<file path="src/rtl/simt_mask_pkg.sv">
package simt_mask_pkg;
  localparam int unsigned MAX_LANES = 64;

  // mask for the taken side of a branch
  function automatic logic [MAX_LANES-1:0] taken_mask(
    input logic [MAX_LANES-1:0] cur,
    input logic [MAX_LANES-1:0] pred
  );
    return cur & pred;
  endfunction

  // mask for the other side: lanes enabled at branch time but not on the first side
  function automatic logic [MAX_LANES-1:0] other_mask(
    input logic [MAX_LANES-1:0] parent,
    input logic [MAX_LANES-1:0] cur
  );
    return parent & ~cur;
  endfunction
endpackage

</file>
<file path="src/rtl/simt_marker_decode.sv">
module simt_marker_decode (
  input  logic push_i,
  input  logic cmpl_i,
  input  logic pop_i,
  input  logic stack_full,
  input  logic stack_empty,
  output logic evt_push,
  output logic evt_cmpl,
  output logic evt_pop,
  output logic evt_ovf,
  output logic evt_udf
);
  logic sel_push, sel_cmpl, sel_pop;

  // fixed priority: push, then complement, then pop
  always_comb begin
    sel_push = push_i;
    sel_cmpl = !push_i && cmpl_i;
    sel_pop  = !push_i && !cmpl_i && pop_i;
  end

  assign evt_push = sel_push && !stack_full;
  assign evt_ovf  = sel_push && stack_full;
  assign evt_cmpl = sel_cmpl;
  assign evt_pop  = sel_pop && !stack_empty;
  assign evt_udf  = sel_pop && stack_empty;
endmodule

</file>
<file path="src/rtl/simt_stack_store.sv">
module simt_stack_store #(
  parameter int unsigned WIDTH = 32,
  parameter int unsigned DEPTH = 8,
  localparam int unsigned IW = (DEPTH > 1) ? $clog2(DEPTH) : 1
) (
  input  logic             clk,
  input  logic             rst_n,
  input  logic             wr_en,
  input  logic [IW-1:0]    wr_idx,
  input  logic [WIDTH-1:0] wr_data,
  input  logic [IW-1:0]    rd_idx,
  output logic [WIDTH-1:0] rd_data
);
  logic [WIDTH-1:0] ent [DEPTH];

  always_ff @(posedge clk) begin
    if (!rst_n) begin
      for (int i = 0; i < DEPTH; i++) ent[i] <= '0;
    end else if (wr_en) begin
      for (int i = 0; i < DEPTH; i++)
        if (wr_idx == IW'(i)) ent[i] <= wr_data;
    end
  end

  assign rd_data = ent[rd_idx];
endmodule

</file>
<file path="src/rtl/simt_mask_stack.sv">
module simt_mask_stack #(
  parameter int unsigned LANES = 32,
  parameter int unsigned DEPTH = 8,
  localparam int unsigned PW = $clog2(DEPTH + 1),
  localparam int unsigned IW = (DEPTH > 1) ? $clog2(DEPTH) : 1
) (
  input  logic             clk,
  input  logic             rst_n,
  input  logic             push_i,
  input  logic             cmpl_i,
  input  logic             pop_i,
  input  logic [LANES-1:0] pred_i,
  output logic [LANES-1:0] active_o,
  output logic [PW-1:0]    depth_o,
  output logic             ovf_o,
  output logic             udf_o
);
  import simt_mask_pkg::*;

  logic [LANES-1:0] cur_q;
  logic [PW-1:0]    depth_q;
  logic             ovf_q, udf_q;

  // named internal events, also observed by the checker
  logic stack_full, stack_empty;
  logic evt_push, evt_cmpl, evt_pop, evt_ovf, evt_udf;
  logic [LANES-1:0] top_raw, parent;
  logic [PW-1:0]    depth_m1;
  logic [LANES-1:0] nxt_taken, nxt_other;

  assign stack_full  = (depth_q == PW'(DEPTH));
  assign stack_empty = (depth_q == '0);
  assign depth_m1    = depth_q - 1'b1;

  simt_marker_decode u_dec (
    .push_i      (push_i),
    .cmpl_i      (cmpl_i),
    .pop_i       (pop_i),
    .stack_full  (stack_full),
    .stack_empty (stack_empty),
    .evt_push    (evt_push),
    .evt_cmpl    (evt_cmpl),
    .evt_pop     (evt_pop),
    .evt_ovf     (evt_ovf),
    .evt_udf     (evt_udf)
  );

  simt_stack_store #(.WIDTH(LANES), .DEPTH(DEPTH)) u_store (
    .clk     (clk),
    .rst_n   (rst_n),
    .wr_en   (evt_push),
    .wr_idx  (depth_q[IW-1:0]),
    .wr_data (cur_q),
    .rd_idx  (depth_m1[IW-1:0]),
    .rd_data (top_raw)
  );

  // an empty stack acts as if every lane had been enabled outside
  assign parent = stack_empty ? '1 : top_raw;

  always_comb begin
    logic [MAX_LANES-1:0] wide_cur, wide_pred, wide_par, t, o;
    wide_cur  = MAX_LANES'(cur_q);
    wide_pred = MAX_LANES'(pred_i);
    wide_par  = MAX_LANES'(parent);
    t = taken_mask(wide_cur, wide_pred);
    o = other_mask(wide_par, wide_cur);
    nxt_taken = t[LANES-1:0];
    nxt_other = o[LANES-1:0];
  end

  always_ff @(posedge clk) begin
    if (!rst_n) begin
      cur_q   <= '1;
      depth_q <= '0;
      ovf_q   <= 1'b0;
      udf_q   <= 1'b0;
    end else begin
      if (evt_push) begin
        cur_q   <= nxt_taken;
        depth_q <= depth_q + 1'b1;
      end else if (evt_cmpl) begin
        cur_q   <= nxt_other;
      end else if (evt_pop) begin
        cur_q   <= parent;
        depth_q <= depth_m1;
      end
      if (evt_ovf) ovf_q <= 1'b1;
      if (evt_udf) udf_q <= 1'b1;
    end
  end

  assign active_o = cur_q;
  assign depth_o  = depth_q;
  assign ovf_o    = ovf_q;
  assign udf_o    = udf_q;
endmodule

</file>
<file path="config.mk">
export PLATFORM = sky130hd
export DESIGN_NAME = simt_mask_stack
export DESIGN_NICKNAME = d
export VERILOG_FILES = /design/src/rtl/simt_mask_pkg.sv /design/src/rtl/simt_marker_decode.sv /design/src/rtl/simt_stack_store.sv /design/src/rtl/simt_mask_stack.sv
export SDC_FILE = /design/constraint.sdc
export NUM_CORES = 1
export LEC_CHECK = 0
export BUFFER_PORTS_ARGS = -buffer_cell sky130_fd_sc_hd__buf_2
export CAP_MARGIN = 20
export CORE_AREA = 10 10 173 175
export DETAILED_ROUTE_END_ITERATION = 7
export DIE_AREA = 0 0 183 185
export GPL_TIMING_DRIVEN = 0
export PLACE_DENSITY = 0.67
export SLEW_MARGIN = 15
export SYNTH_ARGS = -nofsm -noshare
export SYNTH_HDL_FRONTEND = slang
export SYNTH_SLANG_ARGS = --single-unit
</file>
<file path="constraint.sdc">
create_clock -name clk -period 4.3 [get_ports clk]
set_clock_uncertainty 0.05 [all_clocks]
set_input_delay 0.645 -clock clk [delete_from_list [all_inputs] [get_ports clk]]
set_output_delay 0.645 -clock clk [all_outputs]
set_load 0.1 [all_outputs]
</file>
==> impl_metrics.csv, run 1 <==
group,metric,value,unit
clock_network,clock-sinks,294,
global_route,busiest_layer,"met2",
worst_setup_path,critPathBufInv,7,
flow_run,max_cap_viol_count,0,
global_route,grt.met2_usage,33.5,%
worst_hold_path,holdPathStages,3,
clock_network,cts_setup_buffers,0,
synthesis,mappedNetlistArea,13100,µm²
detailed_routing,ant_nets,0,
detailed_routing,drc_markers,0,
worst_setup_path,critPathKind,"reg -> reg",
global_route,grt.met3_usage,3.82,%
synthesis,post-synth-top-area-fraction,58.7,%
worst_setup_path,reg2reg_to,"u_store.ent[0][31]",
worst_setup_path,cp_data_arrival_time,4.32,ns
placed_design,finalWeightedCongestion,0.820,
layout,utilization,56.7,%
global_route,grt_max_degree,23,
worst_setup_path,cpMostUsedCell,"buf_4",
timing,setup_viol_count_final,0,
global_route,grt_util_met1,25.3,%
timing,unrepaired_setup_endpoints_after_global_routing,"no",
pwr,vdd_drop_max,0.323,mV
layout,final_cell_mix,"edfxtp_1, nor2_1, buf_2, inv_1, nand2_1",
die,dieHeight,185,µm
status,outcome,"finished, final reports clean",
clock_network,cts_hold_repair.buffers,0,
global_route,antenna_found_initial,0,
detailed_routing,post_drt_wl_per_cell,22.9,µm
die,start_util,49.2,%
detailed_routing,post_detailed_route_via_to_cell_ratio,5.74,
timing,timing_worst_slew_pin_value,0.918,ns
clock_network,clk_pin_slew,0.06,ns
global_route,grt_pass1_vias,8482,
synthesis,synth_top_cells_by_area,"edfxtp_1, mux4_2, nor2_1",
worst_hold_path,worst_hold_startpoint,"pop_i",
synthesis,ys_ff_latch,294,
worst_setup_path,timing.reg2reg.worst_path_depth,11,
worst_setup_path,crit_path_start,"depth_o[0]",
layout,instances_no_fill,1451,
timing,clock.fmax,0.242,GHz
detailed_routing,wl,33200,µm
timing,final.setup.worst_slack,0.172,ns
detailed_routing,drt_first_iter_violations,857,
die,placementRows,60,
worst_hold_path,whs_endpoint,"udf_o",
timing,post-route-min-period,4.13,ns
timing,tns,0,ns
worst_setup_path,critPathMaxStageDelay,0.55,ns
placed_design,dp.final_hpwl,22200,µm
layout,n_antenna_cell,0,
detailed_routing,detailedRoute.firstPassIterationCount,5,
synthesis,synthesis.instances,973,
worst_setup_path,kind_of_end_point_of_the_critical_path,"flip-flop",
timing,timing.final.max_slew_violations,0,
synthesis,synth_top_cell_by_area,"edfxtp_1",
timing,slew_headroom,38.8,%
layout,postLayoutCellArea,15100,µm²
timing,timing.final.hold_violations,0,
synthesis,synth_sequential_area_ratio,64.6,%
worst_setup_path,crit-reg2reg-launch,"depth_o[0]",
global_route,globalRouteTotalUtil,19.7,%
global_route,grt_overflow_total,0,
die,floorplan.die_area,33900,µm²
die,die_w,183,µm
worst_setup_path,slowest_stage_cell_on_the_critical_path,"nor3b_4",
pwr,p_per_area,771,nW/µm²
detailed_routing,num_vias,8324,
global_route,global_route_wire_length_before_repair,50800,µm
layout,final_net_count,1130,
worst_setup_path,path_cells,"buf_4, buf_4, buf_4, inv_1, ha_1, nor3b_4, buf_2, nand2_1, clkbuf_1, nand2_2, buf_12",
clock_network,total_of_cells_resized_after_clock_tree_synthesis,0,
synthesis,synth.yosys.warnings,0,
clock_network,clk_root_buffer_cell,"clkbuf_16",
die,boundaryPins,75,
clock_network,clock_insertion_delay_worst_skew,0.55,ns
placed_design,pre_cts_slack,0.201,ns
layout,drive_above_1_share,24.4,%
worst_setup_path,stages_on_worst_setup_path,11,
clock_network,cts.path.max_buffers,3,
timing,final.hold.worst_slack,0.336,ns
worst_setup_path,start_kind,"flip-flop",
synthesis,syn_avg_cell_area,13.5,µm²
synthesis,synth.lib_cells_used.distinct,45,
worst_setup_path,worst-endpoint-required,4.49,ns
worst_hold_path,hold_removal_path_class,"in -> reg",
placed_design,placed_cells_incl_taps,1394,
placed_design,placement.cell_area,14100,µm²
clock_network,clock_tree_from_tritoncts,"done",
worst_setup_path,critical_path.max_fanout,21,
layout,areaGrowthSynthToFinish,15.2,%
worst_setup_path,reg2reg_slack,0.17,ns
worst_setup_path,family_with_the_most_delay_on_the_worst_path,"buffers and inverters",
synthesis,mappedNetlistNets,1017,
pwr,leakagePower,5.78,nW
timing,finalCritPeriodShare,96.0,%
clock_network,htreeDepth,1,
layout,most_common_library_cell_in_the_layout_ignoring_fill_and_taps,"edfxtp_1",
pwr,total_power,11.6,mW
placed_design,port_buffers,72,
die,core_region_area,26600,µm²
clock_network,cts_made_buffers,31,
[cell families (layout without fill, tap and decap cells)]
group                      count (synthesis)  count (layout)  synth area share, %
adders and majority gates                  7               7                0.669
AOI/OAI and AO/OA                         83              83                 4.43
buffers and inverters                    135             272                 4.65
and+or+nand+nor                          387             387                 14.5
xor gates and xnor gates                   3               3                0.201
muxes                                     64              64                 11.0
DFF                                      294             294                 64.6
[worst max-delay path by stage]
| stage | endpoint |
|---|---|
| global route | u_store.ent[0][2] |
| finish | u_store.ent[0][31] |
| CTS | u_store.ent[0][2] |
| floorplan | u_store.ent[0][0] |
| detailed placement | u_store.ent[0][15] |
| global placement | u_store.ent[0][15] |
[layout make-up]
| type | count | area (µm²) |
|---|---|---|
| clock buffers | 41 | 813 |
| repair buffers | 80 | 528 |
| multi-input cells | 544 | 4050 |
| fillers | 2179 | 11500 |
| clock inverters | 16 | 195 |
| plain buffers | 66 | 349 |
| flip-flops and latches | 294 | 8450 |
| inverters | 69 | 259 |
| well taps | 341 | 427 |
[report_power, final]
part,internal (mW),switching [mW]
clock,1.57,1.11
sequential,3.80,0.283
combinational,1.52,3.34
total,6.89,4.73
[routing by layer]
| metal | part of all wire (%) | vias up |
|---|---|---|
| li1 | - | 3770 |
| met1 | 41 | 4190 |
| met2 | 49 | 303 |
| met3 | 7.0 | 61 |
| met4 | 2.4 | 0 |
| met5 | 0 | - |
[Yosys cell counts (all sizes together)]
cell type and count:
edfxtp 256, nor2 228, nand2 76, inv 69, mux4 64, dfxtp 38, buf 36, nand3 36
a21oi 35, o2111ai 31, or3b 31, clkbuf 30, ha 7, o21ai 6, a31oi 2, and3b 2
nor2b 2, nor3 2, nor3b 2, o211ai 2, or3 2, xor2 2, a21boi 1, nand2b 1
nand3b 1, nand4 1, nand4b 1, o211a 1, o21ba 1, o22a 1, o22ai 1, o311ai 1
o41a 1, or2 1, or4b 1, xnor2 1
[tightest hold or removal path: cells and delay by family]
kind | cells | cell delay (ns)
AO/OA/AOI/OAI | 1 | 0.07
AND/OR/NAND/NOR | 1 | 0.07
buffers and inverters | 1 | 0.11
[sequential cells by signal, indices dropped and copies added (netlist names)]
| name | cells |
|---|---|
| u_store.ent | 256 |
| udf_o | 1 |
| ovf_o | 1 |
| depth_o | 4 |
| active_o | 32 |
Note: power is estimated with default switching activity, not from simulation.
==> run 2, diff against run 1 <==
--- a/config.mk
+++ b/config.mk
@@ -8,11 +8,12 @@
 export BUFFER_PORTS_ARGS = -buffer_cell sky130_fd_sc_hd__buf_2
 export CAP_MARGIN = 20
 export CORE_AREA = 10 10 173 175
+export CTS_BUF_LIST = sky130_fd_sc_hd__clkbuf_4
 export DETAILED_ROUTE_END_ITERATION = 7
 export DIE_AREA = 0 0 183 185
 export GPL_TIMING_DRIVEN = 0
 export PLACE_DENSITY = 0.67
-export SLEW_MARGIN = 15
+export SLEW_MARGIN = 20
 export SYNTH_ARGS = -nofsm -noshare
 export SYNTH_HDL_FRONTEND = slang
 export SYNTH_SLANG_ARGS = --single-unit
==> run 2 against run 1 <==
Global-route usage grew 0.27 points. Final cell count is 6.3% higher. Die area unchanged. Highest routed layer unchanged.
==> impl_metrics.csv, run 2 (synthesized netlist as in run 1, its figures left out) <==
group,metric,value,unit
status,outcome,"finished, final reports clean",
die,dieHeight,185,µm
clock_network,clock-sinks,294,
global_route,grt_pass1_vias,8884,
placed_design,pre_cts_slack,0.201,ns
detailed_routing,detailroute.wirelength.met3,2810,µm
global_route,antenna_found_initial,1,
timing,post-route-min-period,4.01,ns
timing,finalCritPeriodShare,93.2,%
clock_network,cts_hold_repair.buffers,0,
global_route,global_route_wire_length_before_repair,51300,µm
worst_setup_path,critPathKind,"reg -> reg",
die,placementRows,60,
global_route,globalRouteTotalUtil,20.0,%
worst_hold_path,worst_hold_startpoint,"pop_i",
detailed_routing,detailedRoute.firstPassIterationCount,8,
detailed_routing,drt_first_iter_violations,879,
global_route,grt_max_degree,23,
global_route,grt_overflow_total,0,
worst_setup_path,reg2reg_slack,0.29,ns
clock_network,htreeDepth,3,
clock_network,cts.path.max_buffers,3,
placed_design,finalWeightedCongestion,0.820,
pwr,p_per_area,762,nW/µm²
timing,final.setup.worst_slack,0.294,ns
timing,timing_worst_slew_pin_value,0.946,ns
detailed_routing,met2_length,16600,µm
layout,final_net_count,1178,
timing,slew_headroom,36.9,%
die,start_util,49.2,%
clock_network,cts_made_buffers,79,
worst_setup_path,critPathMaxStageDelay,0.54,ns
worst_setup_path,worst-endpoint-required,4.60,ns
worst_setup_path,timing.reg2reg.worst_path_depth,11,
worst_setup_path,slowest_stage_cell_on_the_critical_path,"nor3b_4",
detailed_routing,post_drt_wl_per_cell,21.7,µm
detailed_routing,wl,33500,µm
worst_setup_path,path_cells,"buf_4, buf_4, buf_4, inv_1, ha_1, nor3b_4, buf_2, nand2_1, clkbuf_1, nand2_4, buf_12",
worst_setup_path,start_kind,"flip-flop",
worst_setup_path,kind_of_end_point_of_the_critical_path,"flip-flop",
worst_setup_path,cp_data_arrival_time,4.31,ns
worst_hold_path,holdPathStages,3,
layout,most_common_library_cell_in_the_layout_ignoring_fill_and_taps,"edfxtp_1",
pwr,vdd_drop_max,0.315,mV
worst_setup_path,reg2reg_to,"u_store.ent[0][31]",
worst_hold_path,whs_endpoint,"udf_o",
layout,largest_reg_flops,256,
layout,n_fill_cell,2223,
die,boundaryPins,75,
detailed_routing,num_vias,8615,
clock_network,cts_setup_buffers,0,
flow_run,max_cap_viol_count,0,
clock_network,clk_root_buffer_cell,"clkbuf_4",
worst_setup_path,critical_path.max_fanout,21,
layout,drive_above_1_share,30.7,%
die,floorplan.die_area,33900,µm²
detailed_routing,top_metal_layer_carrying_routed_signals,"met4",
layout,seq_area,8450,µm²
clock_network,clk_pin_slew,0.06,ns
worst_setup_path,crit-reg2reg-launch,"depth_o[0]",
timing,timing.final.hold_violations,0,
layout,largest_register,"u_store.ent",
pwr,total_power,11.6,mW
timing,unrepaired_setup_endpoints_after_global_routing,"no",
clock_network,clock_tree_from_tritoncts,"done",
worst_setup_path,crit_path_start,"depth_o[0]",
die,core_region_area,26600,µm²
die,die_w,183,µm
detailed_routing,route.layer.met1.wl,13300,µm
detailed_routing,ant_nets,0,
placed_design,dp.final_hpwl,22200,µm
clock_network,clock_insertion_delay_worst_skew,0.69,ns
layout,final_cell_mix,"edfxtp_1, nor2_1, clkbuf_4, buf_2, inv_1",
worst_setup_path,cpMostUsedCell,"buf_4",
worst_hold_path,hold_removal_path_class,"in -> reg",
detailed_routing,drc_markers,0,
timing,clock.fmax,0.250,GHz
pwr,leakagePower,5.96,nW
detailed_routing,post_detailed_route_via_to_cell_ratio,5.58,
layout,areaGrowthSynthToFinish,15.8,%
timing,setup_viol_count_final,0,
layout,utilization,57.0,%
timing,timing.final.max_slew_violations,0,
layout,multi_input_gate_area,4060,µm²
placed_design,port_buffers,72,
[run 2: changes by cell type in the layout (fill, tap and decap cells not counted)]
cell / previous run / this run
nand2_2: 8 / 7
bufinv_16: 4 / 1
clkbuf_4: 0 / 134
clkbuf_1: 39 / 29
clkbuf_16: 31 / 0
clkinv_2: 1 / 0
inv_2: 0 / 3
diode_2: 0 / 2
clkinv_1: 4 / 7
nand2_4: 0 / 1
clkinvlp_4: 5 / 2
inv_6: 1 / 0
clkinv_4: 1 / 0
[run 2: power breakdown]
part	switching, mW	leakage [nW]	total, mW	internal (mW)
registers	0.278	2.96	4.08	3.80
clock network	1.15	0.655	2.61	1.46
logic	3.34	2.35	4.87	1.52
[run 2: timing repair]
action,CTS,global route
hold endpoints to repair,0,0
setup endpoints to repair,0,1
gates resized for setup,0,1
[run 2: worst max-delay path, delay by kind of cell, from the launching register on]
kind | cells | cell delay, ns
AND/OR/NAND/NOR | 3 | 1.17
flip-flops | 1 | 0.37
adder cells (fa/ha/maj) | 1 | 0.31
buffers and inverters | 7 | 1.76
[run 2: layout make-up]
class	instances	area share [%]
Antenna cell	2	0.0330
Buffer	66	2.30
Clock buffer	134	6.64
Clock inverter	13	0.545
Inverter	69	1.71
Multi-Input combinational cell	544	26.8
Sequential cell	294	55.7
Tap cell	341	2.81
Timing Repair Buffer	80	3.48
[run 2: worst max path at each step]
stage	end	slack, ns	depth (start not counted)
6_report	u_store.ent[0][31]	0.29	11
5_1_grt	u_store.ent[0][31]	0.14	11
4_1_cts	u_store.ent[0][31]	0.14	11
3_5_place_dp	u_store.ent[0][15]	0.20	11
3_3_place_gp	u_store.ent[0][15]	-0.65	10
2_1_floorplan	u_store.ent[0][0]	0.33	10
[run 2: routing by layer]
metal  vias to the layer above  GRT usage [%]
li1                       3929              -
met4                         0           7.15
met3                        59           4.39
met1                      4268           25.0
met2                       359           33.5
met5                         -              0
[run 2: stage by stage]
stage	instance area (µm²)	std cells	setup TNS [ns]	hold slack, ns
after floorplan	13100	973	0	0.618
after global placement	13900	1386	-44.72	0.400
after detailed placement	14100	1394	0	0.426
after CTS	15200	1541	0	0.188
after global routing	15200	1543	0	0.207
final	15200	1543	0	0.194
==> run 3, diff against run 2 <==
--- a/config.mk
+++ b/config.mk
@@ -7,12 +7,14 @@
 export LEC_CHECK = 0
 export BUFFER_PORTS_ARGS = -buffer_cell sky130_fd_sc_hd__buf_2
 export CAP_MARGIN = 20
+export CELL_PAD_IN_SITES_DETAIL_PLACEMENT = 0
+export CELL_PAD_IN_SITES_GLOBAL_PLACEMENT = 1
 export CORE_AREA = 10 10 173 175
 export CTS_BUF_LIST = sky130_fd_sc_hd__clkbuf_4
 export DETAILED_ROUTE_END_ITERATION = 7
 export DIE_AREA = 0 0 183 185
 export GPL_TIMING_DRIVEN = 0
-export PLACE_DENSITY = 0.67
+export PLACE_DENSITY = 0.83
 export SLEW_MARGIN = 20
 export SYNTH_ARGS = -nofsm -noshare
 export SYNTH_HDL_FRONTEND = slang
==> run 3 against run 2 <==
Non-clock buffer count grew 2. Total power grew 0.36%. Die area is the same. Core utilization is the same. Sequential power is essentially flat. Setup slack gained 0.063 ns. Clock-buffer cell count shrank 19. Register-to-register slack gained 0.06 ns. Global-route usage shrank 0.060 points. Worst hold slack lost 0.0021 ns. Routed wire length is essentially flat. Clock power is essentially flat. Critical path type unchanged. Highest routed layer unchanged.
==> impl_metrics.csv, run 3 (synthesized netlist as in run 1, its figures left out) <==
group,metric,value,unit
detailed_routing,drt_first_iter_violations,782,
worst_setup_path,critical_path.max_fanout,22,
timing,clock.fmax,0.254,GHz
die,floorplan.die_area,33900,µm²
worst_setup_path,start_kind,"flip-flop",
die,dieHeight,185,µm
clock_network,cts.path.max_buffers,3,
layout,final_net_count,1176,
pwr,total_power,11.6,mW
detailed_routing,wl,33500,µm
global_route,globalRouteTotalUtil,19.9,%
global_route,grt.met3_usage,4.17,%
status,outcome,"finished, final reports clean",
timing,timing.final.max_slew_violations,0,
timing,post-route-min-period,3.94,ns
timing,timing_worst_slew_pin_value,0.883,ns
clock_network,cts_made_buffers,75,
worst_setup_path,cp_data_arrival_time,4.32,ns
layout,instances_no_fill,1536,
placed_design,placed_cells_incl_taps,1394,
clock_network,htreeDepth,3,
worst_setup_path,slowest_stage_cell_on_the_critical_path,"clkbuf_1",
layout,drive_above_1_share,29.7,%
clock_network,clk_root_buffer_cell,"clkbuf_4",
worst_setup_path,cpMostUsedCell,"buf_4",
layout,areaGrowthSynthToFinish,15.8,%
global_route,grt_max_degree,24,
timing,unrepaired_setup_endpoints_after_global_routing,"no",
layout,most_common_library_cell_in_the_layout_ignoring_fill_and_taps,"edfxtp_1",
detailed_routing,num_vias,8640,
detailed_routing,detailedRoute.firstPassIterationCount,7,
flow_run,max_cap_viol_count,0,
clock_network,total_of_cells_resized_after_clock_tree_synthesis,0,
clock_network,clock-sinks,294,
clock_network,clk_pin_slew,0.07,ns
global_route,grt_util_met1,24.7,%
global_route,global_route_wire_length_before_repair,51000,µm
die,start_util,49.2,%
global_route,grt.met2_usage,33.5,%
pwr,p_per_area,765,nW/µm²
layout,final_cell_mix,"edfxtp_1, nor2_1, clkbuf_4, buf_2, inv_1",
worst_setup_path,kind_of_end_point_of_the_critical_path,"flip-flop",
worst_setup_path,critPathKind,"reg -> reg",
layout,largest_reg_flops,256,
global_route,antenna_found_initial,1,
detailed_routing,drc_markers,0,
timing,setup_viol_count_final,0,
pwr,vdd_drop_max,0.355,mV
worst_setup_path,critPathMaxStageDelay,0.53,ns
die,core_region_area,26600,µm²
global_route,grt_overflow_total,0,
placed_design,port_buffers,72,
layout,largest_register,"u_store.ent",
worst_setup_path,path_cells,"buf_4, buf_4, buf_4, inv_1, ha_1, nor3b_4, buf_2, nand2_1, clkbuf_1, nand2_2, buf_12",
die,boundaryPins,75,
worst_hold_path,hold_removal_path_class,"in -> reg",
detailed_routing,post_detailed_route_via_to_cell_ratio,5.63,
detailed_routing,ant_nets,0,
placed_design,finalWeightedCongestion,0.791,
die,die_w,183,µm
clock_network,clock_tree_from_tritoncts,"done",
timing,final.hold.worst_slack,0.192,ns
timing,timing.final.hold_violations,0,
pwr,leakagePower,5.94,nW
timing,slew_headroom,41.1,%
clock_network,clock_insertion_delay_worst_skew,0.71,ns
detailed_routing,post_drt_wl_per_cell,21.8,µm
die,placementRows,60,
timing,finalCritPeriodShare,91.7,%
global_route,busiest_layer,"met2",
global_route,grt_pass1_vias,8876,
worst_setup_path,worst-endpoint-required,4.68,ns
placed_design,dp.final_hpwl,21600,µm
run 3: cell count changes in the layout (fill, tap and decap cells not counted):
cell / before / now
clkbuf_4: 134 / 115
nand2_4: 1 / 0
buf_16: 1 / 2
buf_4: 8 / 10
clkinv_4: 0 / 1
diode_2: 2 / 1
clkinv_1: 7 / 14
buf_12: 7 / 6
nand2_2: 7 / 8
clkinv_2: 0 / 2
bufinv_16: 1 / 4
inv_2: 3 / 1
run 3: path summary, 6_finish.rpt:
kind | from | end | slack [ns] | depth (start not counted)
worst max-delay path | depth_o[0] | u_store.ent[0][11] | 0.36 | 11
worst min-delay path | pop_i | udf_o | 0.19 | 3
worst max register to register | depth_o[0] | u_store.ent[0][11] | 0.36 | 11
worst min register to register | ovf_o | ovf_o | 0.39 | 2
run 3: area by class of cell:
| class | count | area [µm²] |
|---|---|---|
| Inverter | 69 | 259 |
| Timing Repair Buffer | 82 | 551 |
| Fill cell | 2190 | 11400 |
| Clock inverter | 24 | 210 |
| Antenna cell | 1 | 2.50 |
| Sequential cell | 294 | 8450 |
| Buffer | 66 | 349 |
| Tap cell | 341 | 427 |
| Multi-Input combinational cell | 544 | 4050 |
| Clock buffer | 115 | 863 |
run 3: layer usage:
metal / up-vias / share of wire [%]
li1: 3915 / -
met1: 4313 / 40
met2: 364 / 49
met3: 48 / 8.7
met4: 0 / 2.2
met5: - / 0
run 3: metrics by stage:
stage	area [µm²]	setup WS, ns	utilization, %	setup TNS (ns)
6_report	15200	0.357	57.0	0
5_1_grt	15200	0.137	57.0	0
4_1_cts	15100	0.0648	57.0	0
3_5_place_dp	14100	0.102	52.9	0
3_3_place_gp	13900	-0.654	52.2	-42.59
2_1_floorplan	13100	0.326	-	0
run 3: where the power goes:
group | internal [mW] | switching (mW) | leakage (nW)
Clock | 1.47 | 1.17 | 0.624
Sequential | 3.80 | 0.281 | 2.96
Combinational | 1.54 | 3.34 | 2.36
run 3: critical path, delay by kind of cell, from the launching register on:
family / cells / cell delay (ns)
adders and majority gates: 1 / 0.30
DFF: 1 / 0.42
and+or+nand+nor: 3 / 0.95
buffers and inverters: 7 / 1.93
run 3: timing repair:
action	4_1_cts	5_1_grt
setup endpoints to repair	0	22
hold endpoints to repair	0	0
setup buffers	0	2
hold buffers	0	0
